File: config.mk
export PLATFORM = sky130hd
export DESIGN_NAME = fir_decim_sym
export DESIGN_NICKNAME = d
export VERILOG_FILES = /design/src/rtl/fir_decim_pkg.sv /design/src/rtl/fir_phase_ctl.sv /design/src/rtl/fir_tapline.sv /design/src/rtl/fir_mac_pipe.sv /design/src/rtl/fir_decim_sym.sv
export SDC_FILE = /design/constraint.sdc
export NUM_CORES = 1
export LEC_CHECK = 0
export ABC_AREA = 1
export BUFFER_PORTS_ARGS = -buffer_cell sky130_fd_sc_hd__clkbuf_2
export CORE_ASPECT_RATIO = 1.2
export CORE_UTILIZATION = 55
export DETAILED_ROUTE_END_ITERATION = 12
export PLACE_DENSITY = 0.75
export SLEW_MARGIN = 10
export SYNTH_ARGS = -nofsm -noshare
export SYNTH_HDL_FRONTEND = slang
export SYNTH_SLANG_ARGS = --single-unit
File: constraint.sdc
create_clock -name clk -period 6.9 [get_ports clk]
set_input_delay 0.345 -clock clk [delete_from_list [all_inputs] [get_ports clk]]
set_output_delay 0.345 -clock clk [all_outputs]
set_load 0.005 [all_outputs]
File: src/rtl/fir_decim_pkg.sv
`timescale 1ns/1ps
package fir_decim_pkg;

    // Decimation phase controller states
    typedef enum logic [0:0] {
        PH_GATHER = 1'b0,
        PH_FIRE   = 1'b1
    } phase_state_e;

    // Symmetric triangular coefficient: outer taps smallest, centre largest
    function automatic longint tri_coef(input int idx, input int ntaps, input int step);
        int mirror;
        int rank;
        mirror = ntaps - 1 - idx;
        rank   = (idx < mirror) ? idx : mirror;
        return longint'(rank + 1) * longint'(step);
    endfunction

endpackage

File: src/rtl/fir_phase_ctl.sv
`timescale 1ns/1ps
module fir_phase_ctl
    import fir_decim_pkg::*;
#(
    parameter int DECIM = 4
) (
    input  logic clk,
    input  logic rst_n,
    input  logic in_valid,
    output logic fire
);

    localparam int CW = (DECIM > 2) ? $clog2(DECIM) : 1;
    localparam logic [CW-1:0] LAST_GATHER = CW'(DECIM - 2);

    phase_state_e state_q, state_d;
    logic [CW-1:0] cnt_q, cnt_d;

    // State register
    always_ff @(posedge clk or negedge rst_n) begin
        if (!rst_n) begin
            state_q <= PH_GATHER;
            cnt_q   <= '0;
        end else begin
            state_q <= state_d;
            cnt_q   <= cnt_d;
        end
    end

    // Transitions: arm (GATHER->FIRE), fire (FIRE->GATHER)
    always_comb begin
        state_d = state_q;
        cnt_d   = cnt_q;
        unique case (state_q)
            PH_GATHER: begin
                if (in_valid) begin
                    if (cnt_q == LAST_GATHER) begin
                        state_d = PH_FIRE;
                    end else begin
                        cnt_d = cnt_q + 1'b1;
                    end
                end
            end
            PH_FIRE: begin
                if (in_valid) begin
                    state_d = PH_GATHER;
                    cnt_d   = '0;
                end
            end
            default: begin
                state_d = PH_GATHER;
                cnt_d   = '0;
            end
        endcase
    end

    // Outputs
    always_comb begin
        fire = (state_q == PH_FIRE) && in_valid;
    end

endmodule

File: src/rtl/fir_tapline.sv
`timescale 1ns/1ps
module fir_tapline #(
    parameter int DATA_W = 16,
    parameter int NTAPS  = 11
) (
    input  logic                    clk,
    input  logic                    rst_n,
    input  logic                    shift_en,
    input  logic [DATA_W-1:0]       din,
    output logic [NTAPS*DATA_W-1:0] taps
);

    // taps slice 0 is the newest sample
    for (genvar t = 0; t < NTAPS; t++) begin : g_tap
        logic [DATA_W-1:0] prev_w;
        logic [DATA_W-1:0] stage_q;

        if (t == 0) begin : g_head
            assign prev_w = din;
        end else begin : g_body
            assign prev_w = taps[(t-1)*DATA_W +: DATA_W];
        end

        always_ff @(posedge clk or negedge rst_n) begin
            if (!rst_n) begin
                stage_q <= '0;
            end else if (shift_en) begin
                stage_q <= prev_w;
            end
        end

        assign taps[t*DATA_W +: DATA_W] = stage_q;
    end

endmodule

File: src/rtl/fir_mac_pipe.sv
`timescale 1ns/1ps
module fir_mac_pipe
    import fir_decim_pkg::*;
#(
    parameter int DATA_W    = 16,
    parameter int COEF_W    = 24,
    parameter int NTAPS     = 11,
    parameter int COEF_STEP = 1024,
    parameter int OUT_W     = 16,
    parameter int OUT_SHIFT = 12
) (
    input  logic                    clk,
    input  logic                    rst_n,
    input  logic                    fire,
    input  logic [NTAPS*DATA_W-1:0] taps,
    output logic                    out_valid,
    output logic signed [OUT_W-1:0] out_data
);

    localparam int NHALF  = (NTAPS + 1) / 2;
    localparam int PRE_W  = DATA_W + 1;
    localparam int PROD_W = PRE_W + COEF_W;
    localparam int ACC_W  = DATA_W + COEF_W + $clog2(NTAPS);

    localparam logic signed [ACC_W:0] RND_HALF = (ACC_W+1)'(64'sd1 <<< (OUT_SHIFT - 1));
    localparam logic signed [ACC_W:0] OMAX     = (ACC_W+1)'((64'sd1 <<< (OUT_W - 1)) - 64'sd1);
    localparam logic signed [ACC_W:0] OMIN     = ~OMAX;

    // Constant coefficient array (first half; the rest mirrors it)
    logic signed [COEF_W-1:0] coef_w [NHALF];
    for (genvar k = 0; k < NHALF; k++) begin : g_coef
        assign coef_w[k] = COEF_W'(tri_coef(k, NTAPS, COEF_STEP));
    end

    logic                     fire_q, v1_q, v2_q;
    logic signed [PRE_W-1:0]  pre_w  [NHALF];
    logic signed [PROD_W-1:0] prod_q [NHALF];
    logic signed [ACC_W-1:0]  acc_w, sum_q;
    logic signed [ACC_W:0]    rnd_w, quo_w;

    // Symmetric pre-add of mirrored taps
    always_comb begin
        for (int k = 0; k < NHALF; k++) begin
            if (k == NTAPS - 1 - k) begin
                pre_w[k] = PRE_W'($signed(taps[k*DATA_W +: DATA_W]));
            end else begin
                pre_w[k] = PRE_W'($signed(taps[k*DATA_W +: DATA_W]))
                         + PRE_W'($signed(taps[(NTAPS-1-k)*DATA_W +: DATA_W]));
            end
        end
    end

    // Stage 0 (fire capture) and stage 1 (products)
    always_ff @(posedge clk or negedge rst_n) begin
        if (!rst_n) begin
            fire_q <= 1'b0;
            v1_q   <= 1'b0;
            for (int k = 0; k < NHALF; k++) prod_q[k] <= '0;
        end else begin
            fire_q <= fire;
            v1_q   <= fire_q;
            if (fire_q) begin
                for (int k = 0; k < NHALF; k++) begin
                    prod_q[k] <= PROD_W'(pre_w[k]) * PROD_W'(coef_w[k]);
                end
            end
        end
    end

    // Adder tree
    always_comb begin
        acc_w = '0;
        for (int k = 0; k < NHALF; k++) acc_w = acc_w + ACC_W'(prod_q[k]);
    end

    // Stage 2: sum register
    always_ff @(posedge clk or negedge rst_n) begin
        if (!rst_n) begin
            sum_q <= '0;
            v2_q  <= 1'b0;
        end else begin
            v2_q <= v1_q;
            if (v1_q) sum_q <= acc_w;
        end
    end

    // Round to nearest, ties upward
    always_comb begin
        rnd_w = (ACC_W+1)'(sum_q) + RND_HALF;
        quo_w = rnd_w >>> OUT_SHIFT;
    end

    // Stage 3: saturate and register output
    always_ff @(posedge clk or negedge rst_n) begin
        if (!rst_n) begin
            out_valid <= 1'b0;
            out_data  <= '0;
        end else begin
            out_valid <= v2_q;
            if (v2_q) begin
                if (quo_w > OMAX)      out_data <= OMAX[OUT_W-1:0];
                else if (quo_w < OMIN) out_data <= OMIN[OUT_W-1:0];
                else                   out_data <= quo_w[OUT_W-1:0];
            end
        end
    end

endmodule

File: src/rtl/fir_decim_sym.sv
`timescale 1ns/1ps
module fir_decim_sym #(
    parameter int DATA_W    = 16,
    parameter int COEF_W    = 24,
    parameter int NTAPS     = 11,
    parameter int DECIM     = 4,
    parameter int COEF_STEP = 1024,
    parameter int OUT_W     = 16,
    parameter int OUT_SHIFT = 12
) (
    input  logic                     clk,
    input  logic                     rst_n,
    input  logic                     in_valid,
    input  logic signed [DATA_W-1:0] in_data,
    output logic                     out_valid,
    output logic signed [OUT_W-1:0]  out_data
);

    logic                    fire;
    logic [NTAPS*DATA_W-1:0] taps;

    fir_phase_ctl #(
        .DECIM (DECIM)
    ) phase_i (
        .clk      (clk),
        .rst_n    (rst_n),
        .in_valid (in_valid),
        .fire     (fire)
    );

    fir_tapline #(
        .DATA_W (DATA_W),
        .NTAPS  (NTAPS)
    ) line_i (
        .clk      (clk),
        .rst_n    (rst_n),
        .shift_en (in_valid),
        .din      (in_data),
        .taps     (taps)
    );

    fir_mac_pipe #(
        .DATA_W    (DATA_W),
        .COEF_W    (COEF_W),
        .NTAPS     (NTAPS),
        .COEF_STEP (COEF_STEP),
        .OUT_W     (OUT_W),
        .OUT_SHIFT (OUT_SHIFT)
    ) mac_i (
        .clk       (clk),
        .rst_n     (rst_n),
        .fire      (fire),
        .taps      (taps),
        .out_valid (out_valid),
        .out_data  (out_data)
    );

endmodule

-- Yosys cells after proc, flatten, opt, wreduce, memory -nomap -nowiden
Index checks and enable logic that the tools add are counted.
- logic and storage cells: 59
- flip-flop bits (word level): 354
- input bits: 19
- output and inout port bits: 17
- multipliers: 3
- order comparisons: 2
- bitwise logic cells: 1
- add/subtract/negate cells: 12
- reductions and logical operators: 2
- equality and inequality tests: 4
- muxes and demuxes: 10
- operators by type and width (cell ; number):
    16-bit by 16-bit adder with 17-bit output ; 5
    44-bit by 13-bit adder with 45-bit output, second input constant ; 1
    44-bit by 29-bit adder with 44-bit output ; 1
    44-bit by 30-bit adder with 44-bit output ; 1
    44-bit by 31-bit adder with 44-bit output ; 1
    33-bit by 16-bit greater-than comparator with 1-bit output, second input constant ; 1
    33-bit by 16-bit < comparator with 1-bit output, second input constant ; 1
    16-bit 2-to-1 mux ; 2
    29-bit by 30-bit adder with 31-bit output ; 1
    27-bit by 28-bit adder with 29-bit output ; 1
    17-bit by 4-bit multiplier with 21-bit output, second input constant ; 1
    17-bit by 3-bit multiplier with 20-bit output, second input constant ; 1
    16-bit by 3-bit multiplier with 19-bit output, second input constant ; 1
    2-bit 2-to-1 mux ; 3
    2-bit inequality test, second input constant ; 3
    2-bit case mux with 2 select lines ; 1
    1-bit 2-to-1 mux ; 3
    3-bit AND reduction ; 1
    2-bit by 1-bit adder with 2-bit output, second input constant ; 1
    2-bit equality test, second input constant ; 1
    1-bit case mux with 2 select lines ; 1
    1-bit logical AND ; 1
    1-bit inverter ; 1

-- Longest topological paths before layout
- depth in word-level cells: 5
- depth in mapped cells: 27
- depth with buffers taken out: 27

-- Hierarchy
Synthesis repeated with hierarchy kept, for this count alone.
- cells, all modules: 2896
- area, all modules: 22972.0 µm²
- by module, submodules not included (module ; cells each ; times used ; area an instance (µm²) ; sequential area each (µm²)):
    fir_mac_pipe ; 2132 ; 1 ; 16079.2 ; 3853.7
    fir_tapline ; 744 ; 1 ; 6732.7 ; 4404.2
    fir_phase_ctl ; 20 ; 1 ; 160.2 ; 75.1

-- Worst setup path before layout
No wires, ideal clock.
- path kind: register -> register
- start: reg mac_i.prod_q[136] in the netlist's numbering
- end: reg mac_i.sum_q[39]
- slack: 2065 ps
- required time: 6817 ps
- path buffers: 0
- data arrival time: 4752 ps
- cell stages (with the launch flop): 28
- setup time: 83 ps
- clock period less this slack: 4835 ps
- cells stage by stage: dfrtp_1 > fa_1 > ha_1 > a21oi_1 > nand2_1 > a21oi_1 > o21ai_0 > a21boi_0 > o21ai_0 > nand2_1 > nand2_1 > xor2_1 > fa_1 > inv_1 > fa_1 > inv_1 > ha_1 > a21oi_1 > o21ai_0 > inv_1 > nor2_1 > nor2_1 > nand3_1 > nand2_1 > o2111ai_1 > nand2_1 > nand2_1 > o21ai_0
- longest elaborated chain between the ends: 4
- ends and longest elaborated chain (item ; RTL line ; text):
    start: declaration ; fir_mac_pipe.sv:37 ; logic signed [PROD_W-1:0] prod_q [NHALF];
    start signal: indexed assignment ; fir_mac_pipe.sv:64 ; prod_q[k] <= PROD_W'(pre_w[k]) * PROD_W'(coef_w[k]);
    29-bit by 30-bit adder with 31-bit output ; fir_mac_pipe.sv:73 ; for (int k = 0; k < NHALF; k++) acc_w = acc_w + ACC_W'(prod_q[k]);
    44-bit by 29-bit adder with 44-bit output ; fir_mac_pipe.sv:73 ;
    44-bit by 31-bit adder with 44-bit output ; fir_mac_pipe.sv:73 ;
    44-bit by 30-bit adder with 44-bit output ; fir_mac_pipe.sv:73 ;
    end signal: assignment ; fir_mac_pipe.sv:83 ; if (v1_q) sum_q <= acc_w;
    end: declaration ; fir_mac_pipe.sv:38 ; logic signed [ACC_W-1:0] acc_w, sum_q;
Every way passes these cells.
A chain may end at the register's enable or synchronous reset.

-- Worst setup path after layout
Same ends and word-level chain as after synthesis.

==> impl_summary.md <==
Critical path
For the worst setup path, the data required time is 7350 ps. The critical path in this run is classified as reg -> reg. The path depth of the worst reg2reg path is 27.

STA classifies the critical path endpoint as a flop. Following the worst setup path forward leads to its endpoint at mac_i.sum_q[39]. The highest cell delay on the worst timing path is 510 ps. The worst reg2reg path startpoint is mac_i.prod_q[136]. The largest individual stage delay along the critical path comes from the cell fa_1.

The cell that appears most often on the critical path is nand2_1. The reg-to-reg setup timing slack is 1300 ps. Tracing the worst setup path back leads to its startpoint at mac_i.prod_q[136].

The data arrival time at the worst-slack endpoint is 6050 ps. The kind of start point of the critical path is a flop. The endpoint of the worst register-to-register path is mac_i.sum_q[39]. The largest fanout on the critical path is 7.

GRT
The total overflow left after global routing is 0. The first-pass GRT wire length is 98700 µm. The via count of the first global-routing pass is 19700. The number of antenna violations at the first check in global routing is 0. The pin count of the biggest net entering global routing is 156.

Global routing used 29.3% of the available tracks across all layers.

Floorplanning
The die covers 42600 µm². The effective utilization at floorplan is 56.1%. The die is 189 µm wide.

The area of the core is 40900 µm². The die outline height is 226 µm. In this run the count of I/O pins placed on the die edge is 36.

After floorplanning, the core was divided into 81 placement rows.

Place
During placement, the flow inserted port buffers numbering 35. After legalization and detailed placement, the total HPWL measured 46600 µm. At the end of routability-driven placement, the weighted congestion stood at 0.934.

Drt
The first detailed-routing pass took 5 iterations. The sum of met2 wire segment lengths after detailed routing is 31300 µm. The post-route DRC violation count is 0. For this block, wires on met1 add up to 24000 µm.

After detailed routing, the number of vias per cell comes to 5.57. The highest metal layer with signal wires is met4. After detailed routing, the average wire length per cell comes to 17.4 µm. The total number of vias is 19200. The number of routed nets with antenna violations is 0. The detailed router finished its first iteration with 1221 violations. After detailed routing, the met3 layer carries 1890 µm of wire. The final layout contains routed wiring with a total length of 60300 µm.

Flow run
Across the run, the number of max-cap violations was 0.

Yosys
Summed over its instances, the top area cell type makes up 37.4% of the synthesized netlist area. The post-synthesis sequential area ratio is 37.4%. Sorting the synthesized cells by area gives the leading types as dfrtp_1, nand2_1, ha_1, o21ai_0, fa_1. The number of flip-flops and latches in the synthesized netlist is 343. The cell type contributing the most total cell area after synthesis is dfrtp_1.

After synthesis, the netlist uses 41 different library cells. During synthesis, Yosys emitted a total of 0 warnings. The synthesized netlist cell count is 2867.

The synthesized area per cell is 8.01 µm². The post-synthesis instance area is 23000 µm². The number of nets handed over by synthesis was 3172.

Final layout
The commonest non-fill, non-tap cell in the layout is nand2_1. The final net count is 3193. The number of antenna diodes in the final layout is 0.

In the final layout, the share of cells above drive strength 1 is 5.28%. The library cells used most frequently in the layout, excluding fill and tap cells, are nand2_1, dfrtp_1, o21ai_0, inv_1, ha_1. The synthesis-to-layout area growth is 9.20%.

STA
The count of final max-slew check failures was 0. The total count of hold-check failures in the final report is 0. Across the routed clock network, the largest skew measured is 27.5 ps. The final critical path takes up 81.2% of the cycle. For the finished layout, the period the worst path requires is 5600 ps. Setup repair after global routing left no endpoint under its margin.

Static timing analysis puts the maximum clock frequency at 178 MHz. The number of failing setup endpoints in the final timing report is 0. Measured against its own limit, the worst slew margin works out to 32.9%. At the pin with the least slew margin, the transition time is 996 ps.

The setup total negative slack is 0 ps.

Clock tree
The number of post-CTS setup repair buffers is 0. After clock tree synthesis, the clock-pin slew on the worst setup and hold paths is 60 ps. In this run the number of H-tree levels came out at 2. The tree is rooted in a clkbuf_16. TritonCTS created 38 clock buffers. The later pin in the worst-skew pair is clocked with a latency of 560 ps. The CTS tree is built.

Gates resized during post-CTS repair numbered 0. For this design, the sink count on the clock tree is 343. The largest buffer count on any clock path is 3.

Min path
The worst hold-check path type is in -> reg. The worst hold path was traced through 3 stages.

Run status
The flow ran to the end, and the final reports show no timing, DRC or antenna violations.
[layer usage]
layer	vias up	global-route usage, %
met2	454	54.2
met3	166	2.97
met1	9225	33.4
met5	-	0
met4	0	14.6
li1	9397	-
[worst min path at each step]
stage / start / endpoint / slack, ps
finish: in_data[11] / line_i.g_tap[0].stage_q[11] / 20
global placement: mac_i.prod_q[51] / mac_i.prod_q[51] / 450
CTS: in_data[2] / line_i.g_tap[0].stage_q[2] / 6
global route: in_data[11] / line_i.g_tap[0].stage_q[11] / 20
floorplan: rst_n / line_i.g_tap[0].stage_q[0] / 50
detailed placement: mac_i.prod_q[51] / mac_i.prod_q[51] / 460
[flip-flops by register name, summed over array words and instances (netlist names)]
signal and flops:
line_i.g_tap.stage_q 160, mac_i.out_valid 1, line_i.g_tap.prev_w 16, phase_i.cnt_q 2, mac_i.out_data 16, mac_i.prod_q 111, mac_i.sum_q 33, mac_i.v2_q 1
phase_i.state_q 1, mac_i.fire_q 1, mac_i.v1_q 1
[cell usage after synthesis]
library cell	number
o21a_1	2
nand2_4	1
nor2_1	142
and2_4	1
a31o_2	4
a221oi_1	2
xor2_1	74
o2111ai_1	5
clkinv_1	1
ha_1	217
a21boi_0	5
fa_1	69
a211oi_1	3
buf_6	2
or2_2	15
o22ai_1	3
inv_1	307
nand2_2	6
o31ai_1	12
nand3_1	104
o21bai_1	7
nor2_2	6
nand4_1	19
nor4_1	1
buf_1	3
o211ai_1	6
a21oi_1	162
xnor2_1	48
inv_2	2
nor3_1	20
dfrtp_1	343
clkbuf_1	69
nand2_1	830
a21o_1	15
a31oi_1	18
buf_4	1
nand3b_1	4
o21ai_0	331
nand3_2	2
nor2_4	4
o21ai_2	1
[area by class of cell]
type / instances / area [µm²]
sequential: 343 / 8580
clock buffer: 55 / 1160
clock inverter: 15 / 181
tap: 539 / 674
timing repair buffer: 56 / 394
multi-input combinational: 2139 / 12900
fill: 3574 / 15900
inverter: 310 / 1170
[cells by family after synthesis]
logic type / Yosys count / synth area share, %
adder cells (fa/ha/maj): 286 / 17.8
AO/OA/AOI/OAI: 576 / 13.4
flip-flops: 343 / 37.4
XOR/XNOR: 122 / 4.65
AND/OR/NAND/NOR: 1155 / 20.4
buffers and inverters: 385 / 6.37
[what timing repair did]
item | in CTS | in global routing
hold buffers | 13 | 0
hold endpoints to repair | 134 | 0
endpoints found under the setup margin | 0 | 0
[through the flow]
step                      hold WS [ps]  instance area, µm²  setup WS (ps)  std cells  util [%]
after floorplan                   49.4               23000           2070       2867         -
after global placement             454               23600           1500       3374      57.7
after detailed placement           460               23600           1320       3374      57.7
after CTS                         5.88               25100           1280       3457      61.3
after global routing              17.5               25100            873       3457      61.3
final                             15.5               25100           1300       3457      61.3
[worst max-delay path, delay by kind of cell (launching register included)]
kind	cells	cell delay [ps]
buf+inv	3	190
fa+ha+maj	5	2200
simple gates	10	980
compound gates	8	1620
xor+xnor	1	90
flops	1	400
Power is left out: the tool's default activity adds up to more than one toggle a clock period on the data nets, which glitch-free logic cannot reach.
